$ cat src/rtl/hsr_pkg.sv
package hsr_pkg;

    typedef struct packed {
        logic valid;
        logic active_high;
    } pol_t;

    typedef struct packed {
        logic rise;
        logic fall;
    } edge_t;

    function automatic edge_t find_edges(input logic cur, input logic prev);
        edge_t e;
        e.rise = cur & ~prev;
        e.fall = ~cur & prev;
        return e;
    endfunction

    function automatic logic pick_edge(input pol_t p, input edge_t e);
        return p.valid & (p.active_high ? e.rise : e.fall);
    endfunction

endpackage

$ cat src/rtl/hsr_polarity.sv
module hsr_polarity
    import hsr_pkg::*;
#(
    parameter int LINE_CNT_W = 12
) (
    input  logic clk,
    input  logic rst,
    input  logic sync_q,
    input  logic sync_qq,
    output pol_t pol,
    output logic line_end
);
    logic [LINE_CNT_W-1:0] hi_q, lo_q;
    logic have_line_q, have_prev_q, prev_q;
    pol_t pol_q;
    edge_t ed;
    logic tie, cand;

    always_comb begin
        ed   = find_edges(sync_q, sync_qq);
        tie  = (hi_q == lo_q);
        cand = (hi_q < lo_q);
    end

    always_ff @(posedge clk) begin
        if (rst) begin
            hi_q        <= '0;
            lo_q        <= '0;
            have_line_q <= 1'b0;
            have_prev_q <= 1'b0;
            prev_q      <= 1'b0;
            pol_q       <= '0;
        end else if (ed.rise) begin
            hi_q        <= LINE_CNT_W'(1);
            lo_q        <= '0;
            have_line_q <= 1'b1;
            if (have_line_q) begin
                if (tie) begin
                    have_prev_q <= 1'b0;
                    pol_q.valid <= 1'b0;
                end else begin
                    if (have_prev_q && (cand == prev_q)) begin
                        pol_q.valid       <= 1'b1;
                        pol_q.active_high <= cand;
                    end else begin
                        pol_q.valid <= 1'b0;
                    end
                    prev_q      <= cand;
                    have_prev_q <= 1'b1;
                end
            end
        end else if (sync_q) begin
            if (hi_q != '1) hi_q <= hi_q + LINE_CNT_W'(1);
        end else begin
            if (lo_q != '1) lo_q <= lo_q + LINE_CNT_W'(1);
        end
    end

    assign pol      = pol_q;
    assign line_end = ed.rise & have_line_q;

endmodule

$ cat src/rtl/hsr_align.sv
module hsr_align #(
    parameter int DEPTH  = 16,
    parameter int DSEL_W = 4
) (
    input  logic              clk,
    input  logic              rst,
    input  logic              lead,
    input  logic [DSEL_W-1:0] sel,
    output logic              tap
);
    logic [DEPTH-1:0] stb_q;

    if (DEPTH == 1) begin : g_single
        always_ff @(posedge clk) begin
            if (rst) stb_q <= '0;
            else     stb_q <= lead;
        end
        assign tap = stb_q[0] | (sel != sel);
    end else begin : g_chain
        always_ff @(posedge clk) begin
            if (rst) stb_q <= '0;
            else     stb_q <= {stb_q[DEPTH-2:0], lead};
        end
        assign tap = stb_q[sel];
    end

endmodule

$ cat src/rtl/hsr_pulse.sv
module hsr_pulse #(
    parameter int WIDTH_W = 8
) (
    input  logic               clk,
    input  logic               rst,
    input  logic               start,
    input  logic [WIDTH_W-1:0] width,
    output logic               active,
    output logic [WIDTH_W-1:0] cnt
);
    logic [WIDTH_W-1:0] cnt_q, load_val;

    always_comb load_val = (width == '0) ? WIDTH_W'(1) : width;

    always_ff @(posedge clk) begin
        if (rst)               cnt_q <= '0;
        else if (start)        cnt_q <= load_val;
        else if (cnt_q != '0)  cnt_q <= cnt_q - WIDTH_W'(1);
    end

    assign active = (cnt_q != '0);
    assign cnt    = cnt_q;

endmodule

$ cat src/rtl/hsync_regen.sv
module hsync_regen
    import hsr_pkg::*;
#(
    parameter int WIDTH_W    = 8,
    parameter int PIPE_DEPTH = 16,
    parameter int LINE_CNT_W = 12,
    localparam int DSEL_W    = (PIPE_DEPTH > 1) ? $clog2(PIPE_DEPTH) : 1
) (
    input  logic               clk,
    input  logic               rst,
    input  logic               sync_in,
    input  logic               out_active_high,
    input  logic [WIDTH_W-1:0] pulse_width,
    input  logic [DSEL_W-1:0]  delay_sel,
    output logic               sync_out,
    output logic               pol_active_high,
    output logic               pol_valid
);
    logic sync_q, sync_qq;
    pol_t pol;
    edge_t ed;
    logic lead, line_end, tap, pulse_on;
    logic [WIDTH_W-1:0] pulse_cnt;

    always_ff @(posedge clk) begin
        if (rst) begin
            sync_q  <= 1'b0;
            sync_qq <= 1'b0;
        end else begin
            sync_q  <= sync_in;
            sync_qq <= sync_q;
        end
    end

    hsr_polarity #(.LINE_CNT_W(LINE_CNT_W)) u_pol (
        .clk(clk), .rst(rst), .sync_q(sync_q), .sync_qq(sync_qq),
        .pol(pol), .line_end(line_end)
    );

    always_comb begin
        ed   = find_edges(sync_q, sync_qq);
        lead = pick_edge(pol, ed);
    end

    hsr_align #(.DEPTH(PIPE_DEPTH), .DSEL_W(DSEL_W)) u_align (
        .clk(clk), .rst(rst), .lead(lead), .sel(delay_sel), .tap(tap)
    );

    hsr_pulse #(.WIDTH_W(WIDTH_W)) u_pulse (
        .clk(clk), .rst(rst), .start(tap), .width(pulse_width),
        .active(pulse_on), .cnt(pulse_cnt)
    );

    assign sync_out        = out_active_high ? (pulse_on & pol.valid) : ~(pulse_on & pol.valid);
    assign pol_active_high = pol.active_high;
    assign pol_valid       = pol.valid;

endmodule

$ cat config.mk
export PLATFORM = sky130hd
export DESIGN_NAME = hsync_regen
export DESIGN_NICKNAME = d
export VERILOG_FILES = /design/src/rtl/hsr_pkg.sv /design/src/rtl/hsr_polarity.sv /design/src/rtl/hsr_align.sv /design/src/rtl/hsr_pulse.sv /design/src/rtl/hsync_regen.sv
export SDC_FILE = /design/constraint.sdc
export NUM_CORES = 1
export LEC_CHECK = 0
export BUFFER_PORTS_ARGS = -buffer_cell sky130_fd_sc_hd__buf_2
export CAP_MARGIN = 20
export CORE_MARGIN = 1
export CORE_UTILIZATION = 35
export DETAILED_ROUTE_END_ITERATION = 8
export HOLD_SLACK_MARGIN = 0.15
export SLEW_MARGIN = 20
export SYNTH_ARGS = -nofsm -noshare
export SYNTH_HDL_FRONTEND = slang
export SYNTH_SLANG_ARGS = --single-unit
$ cat constraint.sdc
create_clock -name clk -period 2.55 [get_ports clk]
set_input_delay 0.3825 -clock clk [delete_from_list [all_inputs] [get_ports clk]]
set_output_delay 0.3825 -clock clk [all_outputs]
set_load 0.005 [all_outputs]
# [Word-level counts from Yosys, hierarchy flattened]
# Cells that the tools add are included.
[totals] regBits=55 wordCells=55
[op_classes] order_cmp=2 reduce_logical=13 addsub=3 n_mux=13 n_eq_ne=4 bitwise=8
[op_table] operator="12-bit by 1-bit adder with 12-bit output (second input constant)" n=2
[op_table] operator="8-bit two-way mux" n=3
[op_table] operator="12-bit != test (second input constant)" n=2
[op_table] operator="12-bit equality test" n=1
[op_table] operator="12-bit < comparator" n=1
[op_table] operator="1-bit two-way mux" n=9
[op_table] operator="8-bit zero test" n=1
[op_table] operator="2-bit AND reduction" n=4
[op_table] operator="8-bit nonzero test" n=1
[op_table] operator="8-bit by 1-bit subtractor with 8-bit output (second input constant)" n=1
[op_table] operator="2-bit nonzero test" n=3
[op_table] operator="4-bit by 5-bit < comparator with 1-bit output (second input constant)" n=1
[op_table] operator="1-bit bitwise AND" n=4
[op_table] operator="1-bit binary-select mux with 4-bit select" n=1
[op_table] operator="1-bit inverter" n=4
[op_table] operator="4-bit AND reduction" n=1
[op_table] operator="3-bit AND reduction" n=1
[op_table] operator="2-bit OR reduction" n=1
[op_table] operator="1-bit equality test" n=1
[op_table] operator="1-bit logical AND" n=1

# [Longest topological paths before layout]
# Gate-level depths: netlist (run 1).
[logic_depth] word_depth=5 depth_mapped=7 mapped_depth_nobuf=7

# [By module]
# From an unflattened synthesis (run 1), not the netlist that was laid out.
[unflattened] hier_cells=305 area_unflattened_um2=2790.2
[by_module_without_submodules] mod="hsr_polarity" cells_each=200 instances=1 seq_area_each_um2=580.6 area_each_um2=1647.8
[by_module_without_submodules] mod="hsr_align" cells_each=40 instances=1 seq_area_each_um2=320.3 area_each_um2=559.3
[by_module_without_submodules] mod="hsr_pulse" cells_each=56 instances=1 seq_area_each_um2=160.2 area_each_um2=494.2
[by_module_without_submodules] mod="hsync_regen" cells_each=9 instances=1 seq_area_each_um2=40.0 area_each_um2=88.8

# [Least setup slack after synthesis (run 1)]
# No wires, ideal clock.
[synth_timing] path_type="reg2reg" from="register u_pol.lo_q[2]" to="register u_pol.pol_q, in the netlist u_pol.pol[0]" n_path_buf=0 path_stages_with_launch=8 required_ps=2428 t_arrival_ps=1713 period_less_slack_ps=1835 setup_slack_ps=715 cell_sequence="dfxtp_1 > inv_1 > ha_1 > nand3_1 > o221ai_1 > a221oi_1 > or4_1 > a21boi_0"
[synth_between] elab_chain_len=4
[synth_rtl] element="from (decl)" line="hsr_polarity.sv:13" source="logic [LINE_CNT_W-1:0] hi_q, lo_q;"
[synth_rtl] element="from (signal assigned)" line="hsr_polarity.sv:55" source="if (lo_q != '1) lo_q <= lo_q + LINE_CNT_W'(1);"
[synth_rtl] element="12-bit < comparator" line="hsr_polarity.sv:22" source="cand = (hi_q < lo_q);"
[synth_rtl] element="1-bit equality test" line="hsr_polarity.sv:42" source="if (have_prev_q && (cand == prev_q)) begin"
[synth_rtl] element="1-bit logical AND" line="hsr_polarity.sv:42"
[synth_rtl] element="4-bit AND reduction (no line)"
[synth_rtl] element="to (decl)" line="hsr_polarity.sv:15" source="pol_t pol_q;"
# Parallel ways exist; a longest one is shown, timed or not.
# A chain may end at the register's enable or synchronous reset.

# [Final worst setup path (run 1)]
[layout_timing] from="register u_pulse.cnt_q[0] (netlist: u_pulse.cnt[0])" to="output port sync_out"
[layout_between] elab_chain_len=4
[layout_rtl] element="from (decl)" line="hsr_pulse.sv:11" source="logic [WIDTH_W-1:0] cnt_q, load_val;"
[layout_rtl] element="from (signal assigned)" line="hsr_pulse.sv:17" source="else if (start) cnt_q <= load_val;"
[layout_rtl] element="from (signal assigned)" line="hsr_pulse.sv:18" source="else if (cnt_q != '0) cnt_q <= cnt_q - WIDTH_W'(1);"
[layout_rtl] element="8-bit nonzero test *" line="hsr_pulse.sv:21" source="assign active = (cnt_q != '0);"
[layout_rtl] element="1-bit bitwise AND *" line="hsync_regen.sv:54" source="assign sync_out = out_active_high ? (pulse_on & pol.valid) : ~(pulse_on & pol.valid);"
[layout_rtl] element="1-bit inverter" line="hsync_regen.sv:54"
[layout_rtl] element="1-bit two-way mux *" line="hsync_regen.sv:54"
[layout_rtl] element="to (decl)" line="hsync_regen.sv:15" source="output logic sync_out,"
# Mark *: on every way between the ends. The rest lies on a longest branch, timed or not.

==> summary.txt, run 1 <==
Worst hold path
  • HP Class: input pin to flop

Timing
  • Unrepaired setup endpoints after global routing: false
  • Setup TNS: 0 ns
  • WHS: 0.272 ns
  • Worst slew margin: 0.308
  • Worst setup margin: between 0.2 and 0.25 ns
  • Crit path time final: around 2.3 ns
  • Hold Vio Cnt, Final: 0
  • Clk_skew: between 0.004 and 0.005 ns
  • Setup-failing EPs final: 0
  • Max Slew Vio Count: 0
  • Worst-margin pin slew: 1.01 ns
  • Part of the cycle the worst path needs: 0.909
  • Fmax: ~430 MHz

Clocking
  • H-tree levels: 2
  • Worst-path clk slew: 0.11 ns
  • CTS buffer count: 5
  • CTS max path bufs: 2
  • CTS tree: yes
  • CTS Sinks: 55
  • Root Driver: clkbuf_8
  • Post-cts repair resize count: 0
  • Hold_buf cts: 0
  • Skew-Pair Late Insertion Delay: between 0.3 and 0.4 ns
  • # Post-CTS Setup Buffers: 0

Finish
  • Final nets: ~360
  • Fin cells: roughly 420
  • Area grow syn2layout: 10.8%
  • Fillers: between 700 and 800
  • ANT cells: 0
  • Register Area: between 1000 and 1500 um^2
  • Commonest non-fill, non-tap cell in the layout: dfxtp_1
  • Util after Layout: 0.410
  • Most frequent cells in the layout: dfxtp_1 (55), nor2_1 (42), inv_1 (20)
  • Area of the multi-input gates: 1530 um^2
  • Design Area, Final: just over 3000 um^2
  • Share of cells above drive strength 1: 0.117

Power
  • Leakage Power: between 1 and 1.5 nW
  • Power, Total: roughly 2.1 mW
  • Power per cell area: just under 700 nW/um^2
  • Maximum VDD drop: approximately 0.00025 V

Floorplanning
  • Die area: between 8000 and 9000 um^2
  • Horiz. Die Dim: 90.5 um
  • Ports: 19
  • Total core area: 7410 um^2
  • Std-Cell Rows: 31
  • Starting Density: 0.370
  • Die Ht: between 90 and 100 um

Logic synthesis
  • Synth unique cells: 41
  • Post-synth top area cell: dfxtp_1
  • Syn_area_per_cell: around 9.0 um^2
  • Post-synth top area share: 0.401
  • Register area share after synthesis: 0.401
  • Synth warn: 0
  • Top_reg_cell synth: dfxtp_1
  • Post-synth EDFFs: 0
  • Post-synthesis async set-or-reset flop share: 0
  • Synth top area cells: dfxtp_1 (40%), ha_1 (7.3%), xnor2_1 (6.1%)
  • Syn nets: approximately 340
  • Mapped Cells: just over 300
  • Mapped Area: about 2700 um^2
  • #FFs+latches synth: 55

Routing
  • Drt total wl: 5.07 mm
  • TritonRoute pass-1 iters: 4
  • Final ANT Viol Nets: 0
  • Via Count: 2099
  • Drc violations: 0
  • Via density per instance: between 4 and 5
  • Per-cell routed wire length: between 10 and 15 um
  • 1st-iter DRT viols: 51

Worst setup path
  • Critical path class: flop to output port
  • Startpoint Class: flop
  • Arr. time, crit path: between 1.5 and 2 ns
  • Worst Path Required: ~2.2 ns
  • Worst Path Max Fanout: 5
  • Worst setup EP type: output port

Job
  • Max_cap viols: 0

Placement
  • Pre-CTS WS: around 0.3 ns
  • Dpl cell area: between 2000 and 3000 um^2
  • Placed Cells: around 420
  • Port Buffers: 18
  • Hpwl dp: 3.72 mm
  • Gpl congestion: 0.753

Global routing
  • Vias in the first global route: ~2100
  • Gr ovfl total: 0
  • First-pass GRT wire length: between 9 and 10 mm
  • Initial antenna violation count: 0
  • Largest net degree at the start of global routing: 36
  • All-Layer GR Usage: 0.136

Status
  • Outcome: finished, final reports clean
-- critical path, cell delays in order, from the launching register on --
cell and delay, ns:
dfxtp_1 0.42, inv_1 0.08, ha_1 0.21, nor3b_1 0.14
buf_4 0.15, and2_1 0.20, nand2b_1 0.17, xor2_1 0.14
buf_2 0.12
-- worst paths after layout --
kind                               start  depth (start not counted)  slack, ns                           to
min                              sync_in                          2       0.27            sync_q$_SDFF_PP0_
max reg2reg   u_pol.lo_q[2]$_SDFFE_PP0P_                          7       0.44    u_pol.pol[0]$_SDFFE_PP0P_
max          u_pulse.cnt[0]$_SDFFE_PP0P_                          8       0.23                     sync_out
min reg2reg  u_align.stb_q[1]$_SDFF_PP0_                          1       0.47  u_align.stb_q[2]$_SDFF_PP0_
-- sequential cells by signal (all words and copies together), names as in the netlist --
| signal | cells |
|---|---|
| u_pol.hi_q | 12 |
| u_align.stb_q | 16 |
| sync_q | 1 |
| u_pol.pol | 2 |
| u_pol.have_prev_q | 1 |
| u_pol.prev_q | 1 |
| sync_qq | 1 |
| u_pol.lo_q | 12 |
| u_pulse.cnt | 8 |
| u_pol.have_line_q | 1 |
-- final cells by class --
| type | count | share of cell area |
|---|---|---|
| well taps | 99 | 0.0408 |
| flip-flops and latches | 55 | 0.362 |
| clock inverters | 3 | 0.00906 |
| inverters | 20 | 0.0247 |
| multi-input cells | 221 | 0.503 |
| clock buffers | 5 | 0.0227 |
| repair buffers | 21 | 0.0371 |
-- synth_stat cells, types with 2 or more instances --
cell type	count
xnor2_1	19
nand3_1	12
nand4_1	8
nor4_1	5
nand2_1	18
or2_2	2
and4_1	3
and2_1	2
nand2b_1	3
or4_1	2
nor2b_1	18
nor2_1	42
ha_1	16
inv_1	20
clkbuf_1	7
a311oi_1	2
o21ai_0	6
nand3b_1	2
xor2_1	3
or3_1	4
nor3_1	7
mux2i_1	10
mux4_1	4
dfxtp_1	55
nor3b_1	2
mux2_2	3
a21oi_1	15
-- power by group --
part / leakage (nW) / total, mW / internal (mW) / switching, mW
combinational: 0.650 / 0.579 / 0.308 / 0.271
sequential: 0.446 / 0.992 / 0.925 / 0.0670
clock: 0.0467 / 0.512 / 0.204 / 0.308
total: 1.14 / 2.08 / 1.44 / 0.646
-- routing by layer --
layer / GRT usage / wire, um
met1: 0.172 / 2550
met2: 0.233 / 2300
met3: 0.0278 / 160
met4: 0.0403 / 60
met5: 0 / 0
-- cell families after synthesis --
group	count (synthesis)	share of synthesized area
flip-flops	55	0.401
buffers and inverters	28	0.0411
AND/OR/NAND/NOR	134	0.252
adder cells (fa/ha/maj)	16	0.0730
XOR/XNOR	22	0.0703
multiplexers	17	0.0871
AO/OA/AOI/OAI	32	0.0753
No activity file was read; power rests on OpenSTA's default activity.
==> run 2: changes to the inputs <==
- BUFFER_PORTS_ARGS: -buffer_cell sky130_fd_sc_hd__buf_2 -> -buffer_cell sky130_fd_sc_hd__buf_4
- CTS_CLUSTER_SIZE: not set -> 25
==> summary.txt, run 2 (synthesized netlist as in run 1, its figures left out) <==
Timing
  • Fmax: 453 MHz (+5.0%)
  • Setup TNS: 0 ns (unchanged)
  • Worst slew margin: 0.291 (-0.0168)
  • WHS: 0.275 ns (+0.00354 ns)
  • Max Slew Vio Count: 0 (unchanged)
  • Clk_skew: 0.00722 ns (+0.00240 ns)
  • Crit path time final: 2.21 ns (-0.110 ns)
  • Worst-margin pin slew: 1.03 ns (+0.0245 ns)
  • Setup-failing EPs final: 0 (unchanged)
  • Hold Vio Cnt, Final: 0 (unchanged)
  • Part of the cycle the worst path needs: 0.866 (-0.0430)
  • Unrepaired setup endpoints after global routing: false

Global routing
  • Vias in the first global route: 1967 (-4.7%)
  • Largest net degree at the start of global routing: 36 (unchanged)
  • Initial antenna violation count: 0 (unchanged)
  • All-Layer GR Usage: 0.131 (-0.00557)
  • First-pass GRT wire length: 8.89 mm (-2.9%)
  • Gr ovfl total: 0 (unchanged)

Clocking
  • CTS Sinks: 55 (unchanged)
  • Post-cts repair resize count: 0 (unchanged)
  • Skew-Pair Late Insertion Delay: 0.31 ns (about the same)
  • CTS buffer count: 5 (unchanged)
  • CTS tree: yes
  • H-tree levels: 2 (unchanged)
  • Root Driver: clkbuf_8
  • # Post-CTS Setup Buffers: 0 (unchanged)
  • Hold_buf cts: 0 (unchanged)
  • CTS max path bufs: 2 (unchanged)
  • Worst-path clk slew: 0.11 ns (about the same)

Finish
  • Biggest register: u_align.stb_q
  • Final nets: 356 (unchanged)
  • Commonest non-fill, non-tap cell in the layout: dfxtp_1
  • Largest regs: u_align.stb_q x16, u_pol.hi_q x12, u_pol.lo_q x12
  • Most frequent cells in the layout: dfxtp_1 (55), nor2_1 (42), buf_4 (21)
  • Area grow syn2layout: 12.3%
  • Max FFs per register: 16 (unchanged)
  • Share of cells above drive strength 1: 0.117 (unchanged)
  • Util after Layout: 0.416 (+0.00574)
  • Fin cells: 424 (unchanged)
  • ANT cells: 0 (unchanged)
  • Fillers: 737 (-3.2%)

Routing
  • Per-cell routed wire length: 11.8 um (-1.2%)
  • 1st-iter DRT viols: 44 (-14%)
  • Via density per instance: 4.96 (+0.14%)
  • Drt total wl: 5.01 mm (-1.2%)
  • Drc violations: 0 (unchanged)
  • Final ANT Viol Nets: 0 (unchanged)
  • Via Count: 2102 (+0.14%)
  • TritonRoute pass-1 iters: 4 (unchanged)

Floorplanning
  • Die area: 8190 um^2 (unchanged)
  • Total core area: 7410 um^2 (unchanged)
  • Horiz. Die Dim: 90.5 um (unchanged)
  • Std-Cell Rows: 31 (unchanged)
  • Die Ht: 90.5 um (unchanged)
  • Ports: 19 (unchanged)
  • Starting Density: 0.370 (unchanged)

Worst setup path
  • Worst r2r src: u_pol.lo_q[2]$_SDFFE_PP0P_
  • CP Cell Sequence: inv_1 -> ha_1 -> nor3b_1 -> and2_1 -> nand2b_1 -> xor2_1 -> buf_4
  • Worst Path Required: 2.17 ns (about the same)
  • CP max stage delay: 0.36 ns (-0.06 ns)
  • Critical path class: flop to output port
  • Arr. time, crit path: 1.82 ns (-0.11 ns)
  • Worst Path Max Fanout: 5 (unchanged)
  • Startpoint Class: flop
  • Slowest library cell on the worst path: dfxtp_1
  • Worst setup EP type: output port
  • Critical Path Source: u_pulse.cnt[0]$_SDFFE_PP0P_

Placement
  • Gpl congestion: 0.774 (+2.7%)
  • Placed Cells: 416 (unchanged)
  • Hpwl dp: 3.62 mm (-2.9%)
  • Port Buffers: 18 (unchanged)

Power
  • Leakage Power: 1.15 nW (+1.1%)
  • Cell internal pwr: 1.44 mW (+0.21%)
  • P_sw: 628 uW (-2.8%)
  • Sw Share: 0.304 (-0.00658)
  • Flop pwr share: 0.478 (+0.002)
  • Combinational fraction of design power: 0.278 (about the same)
  • Clock power frac: 0.243 (-0.003)
  • Power per cell area: 671 nW/um^2 (-2.1%)
  • Maximum VDD drop: 0.000221 V (-10%)

Worst hold path
  • HP Class: input pin to flop
  • HP Start: sync_in

Job
  • Max_cap viols: 0 (unchanged)

Status
  • Outcome: finished, final reports clean
## run 2: cell count changes in the layout (fill, tap and decap cells not counted)
cell,previous run,this run
inv_6,1,2
inv_8,1,0
buf_4,3,21
buf_2,18,0
## run 2: worst max-delay path: cells and delay by family (launching register included)
family | cells | cell delay (ns)
DFF | 1 | 0.36
xor gates and xnor gates | 1 | 0.14
buffers and inverters | 2 | 0.21
and+or+nand+nor | 3 | 0.63
adders and majority gates | 1 | 0.16
## run 2: final timing paths
path	slack, ns	cells past startpoint	endpoint
max	0.34	7	sync_out
min	0.28	2	sync_q$_SDFF_PP0_
max reg2reg	0.44	7	u_pol.pol[0]$_SDFFE_PP0P_
min reg2reg	0.47	1	u_align.stb_q[2]$_SDFF_PP0_
## run 2: layer usage
metal  vias up  GRT usage  routed length [um]
met2        31      0.218                2210
met4         0     0.0363                  51
met5         -          0                   0
met3         7     0.0303                 186
met1       964      0.167                2560
li1       1100          -                   -
## run 2: area by class of cell
class	instances	area, um^2	area share
clock buffer	5	68.8	0.0223
multi-input combinational	221	1530	0.496
clock inverter	3	25.0	0.00812
sequential	55	1100	0.357
timing repair buffer	21	158	0.0512
tap	99	124	0.0402
inverter	20	75.1	0.0244
## run 2: power by group through the flow
| stage | Combinational (mW) | Clock (mW) | Sequential, mW |
|---|---|---|---|
| floorplan | 0.446 | 0 | 0.990 |
| global placement | 0.563 | 0 | 1.01 |
| detailed placement | 0.581 | 0 | 1.01 |
| CTS | 0.584 | 0.526 | 0.989 |
| global route | 0.665 | 0.558 | 0.998 |
| finish | 0.576 | 0.503 | 0.989 |
## run 2: through the flow
stage	setup slack, ns	total power, mW	area [um^2]
after global placement	0.363	1.57	2990
after floorplan	0.715	1.44	2740
final	0.343	2.07	3080
after global routing	0.131	2.22	3080
after detailed placement	0.297	1.59	2990
after CTS	0.301	2.10	3080
==> run 3: changes to the inputs <==
- PLACE_DENSITY: not set -> 0.54
- clock period: 2.55 -> 2.3 ns (I/O delays scaled with it)
==> summary.txt, run 3 (synthesized netlist as in run 1, its figures left out) <==
Status
  • Outcome: finished, final reports clean

Power
  • Combinational fraction of design power: 0.286 (+0.008)
  • Clock power frac: 0.235 (-0.008)
  • P_sw: 685 uW (+9.1%)
  • Leakage Power: 1.17 nW (+1.3%)
  • Power, Total: 2.29 mW (+11%)
  • Cell internal pwr: 1.61 mW (+12%)
  • Sw Share: 0.299 (-0.00471)
  • Maximum VDD drop: 0.000275 V (+25%)
  • Power per cell area: 740 nW/um^2 (+10%)
  • Flop pwr share: 0.479 (about the same)

Global routing
  • Largest net degree at the start of global routing: 36 (unchanged)
  • Gr ovfl total: 0 (unchanged)
  • First-pass GRT wire length: 8.98 mm (+0.92%)
  • All-Layer GR Usage: 0.132 (+0.00189)
  • Vias in the first global route: 1964 (-0.15%)
  • Initial antenna violation count: 0 (unchanged)

Clocking
  • CTS max path bufs: 2 (unchanged)
  • CTS tree: yes
  • Hold_buf cts: 0 (unchanged)
  • Skew-Pair Late Insertion Delay: 0.30 ns (about the same)
  • Root Driver: clkbuf_8
  • CTS Sinks: 55 (unchanged)
  • Worst-path clk slew: 0.10 ns (about the same)
  • H-tree levels: 2 (unchanged)
  • CTS buffer count: 5 (unchanged)

Finish
  • Util after Layout: 0.418 (+0.00203)
  • Share of cells above drive strength 1: 0.125 (+0.00846)
  • Fin cells: 426 (+0.47%)
  • Largest regs: u_align.stb_q x16, u_pol.hi_q x12, u_pol.lo_q x12
  • Biggest register: u_align.stb_q
  • Most frequent cells in the layout: dfxtp_1 (55), nor2_1 (42), buf_4 (23)
  • Fillers: 741 (+0.54%)
  • Commonest non-fill, non-tap cell in the layout: dfxtp_1
  • Final nets: 358 (+0.56%)
  • Max FFs per register: 16 (unchanged)
  • Design Area, Final: 3100 um^2 (+0.49%)
  • Area grow syn2layout: 12.9%
  • ANT cells: 0 (unchanged)

Worst setup path
  • Arr. time, crit path: 1.78 ns (-0.04 ns)
  • Slowest library cell on the worst path: dfxtp_1
  • Worst Path Required: 1.96 ns (-0.21 ns)
  • Worst setup EP type: output port
  • R2R setup slack: 0.30 ns (-0.14 ns)
  • CP max stage delay: 0.36 ns (about the same)
  • Worst Path Max Fanout: 5 (unchanged)
  • Critical path class: flop to output port
  • CP Cell Sequence: inv_1 -> ha_1 -> nor3b_1 -> and2_4 -> nand2b_1 -> xor2_1 -> buf_4
  • Cell family with most CP delay: simple AND/OR/NAND/NOR gates
  • Startpoint Class: flop
  • CP bufs+invs: 2 (unchanged)

Routing
  • Drc violations: 0 (unchanged)
  • Per-cell routed wire length: 12.0 um (+1.8%)
  • Via Count: 2093 (-0.43%)
  • Final ANT Viol Nets: 0 (unchanged)
  • 1st-iter DRT viols: 87 (+98%)
  • Drt total wl: 5.13 mm (+2.3%)
  • TritonRoute pass-1 iters: 4 (unchanged)
  • Via density per instance: 4.91 (-0.90%)

Timing
  • Part of the cycle the worst path needs: 0.923
  • Max Slew Vio Count: 0 (unchanged)
  • Setup TNS: 0 ns (unchanged)
  • Worst setup margin: 0.176 ns (-0.167 ns)
  • WHS: 0.245 ns (-0.0300 ns)
  • Hold Vio Cnt, Final: 0 (unchanged)
  • Worst slew margin: 0.607 (+0.316)
  • Unrepaired setup endpoints after global routing: false
  • Setup-failing EPs final: 0 (unchanged)
  • Worst-margin pin slew: 0.585 ns (-0.449 ns)
  • Fmax: about 470 MHz
  • Clk_skew: 0.00932 ns (+0.00210 ns)
  • Crit path time final: ~2.1 ns

Placement
  • Dpl cell area: 3000 um^2 (+0.50%)
  • Pre-CTS WS: 0.260 ns (-0.0375 ns)
  • Gpl congestion: 0.730 (-5.6%)
  • Placed Cells: 418 (+0.48%)
  • Hpwl dp: 3.79 mm (+4.8%)
  • Port Buffers: 18 (unchanged)

Floorplanning
  • Horiz. Die Dim: 90.5 um (unchanged)
  • Starting Density: 0.370 (unchanged)
  • Total core area: 7410 um^2 (unchanged)
  • Ports: 19 (unchanged)
  • Die Ht: 90.5 um (unchanged)
  • Std-Cell Rows: 31 (unchanged)
  • Die area: 8190 um^2 (unchanged)

Worst hold path
  • HP Class: input pin to flop

Job
  • Max_cap viols: 0 (unchanged)
## run 3: cell types whose count changed in the layout (fill, tap and decap cells not counted), sizes merged
cell      before  now
buf           21   23
inv           22   21
clkinvlp       1    0
clkinv         0    2
## run 3: layout make-up
class	count	area, um^2	area share
clock buffers	5	68.8	0.0222
clock inverters	3	22.5	0.00728
flip-flops and latches	55	1100	0.356
repair buffers	23	173	0.0558
inverters	20	75.1	0.0243
multi-input cells	221	1530	0.495
well taps	99	124	0.0400
## run 3: power by group through the flow
| stage | Clock [mW] | Sequential, mW | Combinational (mW) |
|---|---|---|---|
| CTS | 0.573 | 1.10 | 0.651 |
| detailed placement | 0 | 1.12 | 0.647 |
| global route | 0.603 | 1.11 | 0.743 |
| floorplan | 0 | 1.10 | 0.494 |
| global placement | 0 | 1.12 | 0.641 |
| finish | 0.538 | 1.10 | 0.655 |
## run 3: timing repair
action                                  in CTS  in global routing
endpoints found under the setup margin       0                  1
resized for setup                            0                  2
setup buffers                                0                  0
## run 3: worst paths after layout
| path | to | from | depth (start not counted) |
|---|---|---|---|
| max | sync_out | u_pulse.cnt[0]$_SDFFE_PP0P_ | 7 |
| min | sync_q$_SDFF_PP0_ | sync_in | 2 |
| max reg2reg | u_pol.pol[0]$_SDFFE_PP0P_ | u_pol.lo_q[7]$_SDFFE_PP0P_ | 7 |
| min reg2reg | u_align.stb_q[12]$_SDFF_PP0_ | u_align.stb_q[11]$_SDFF_PP0_ | 1 |
## run 3: layer usage
layer	vias to the layer above	track usage	share of wire
met5	-	0	0
met4	0	0.0323	0.0057
met3	2	0.0278	0.027
met2	23	0.211	0.45
met1	965	0.182	0.52
li1	1103	-	-
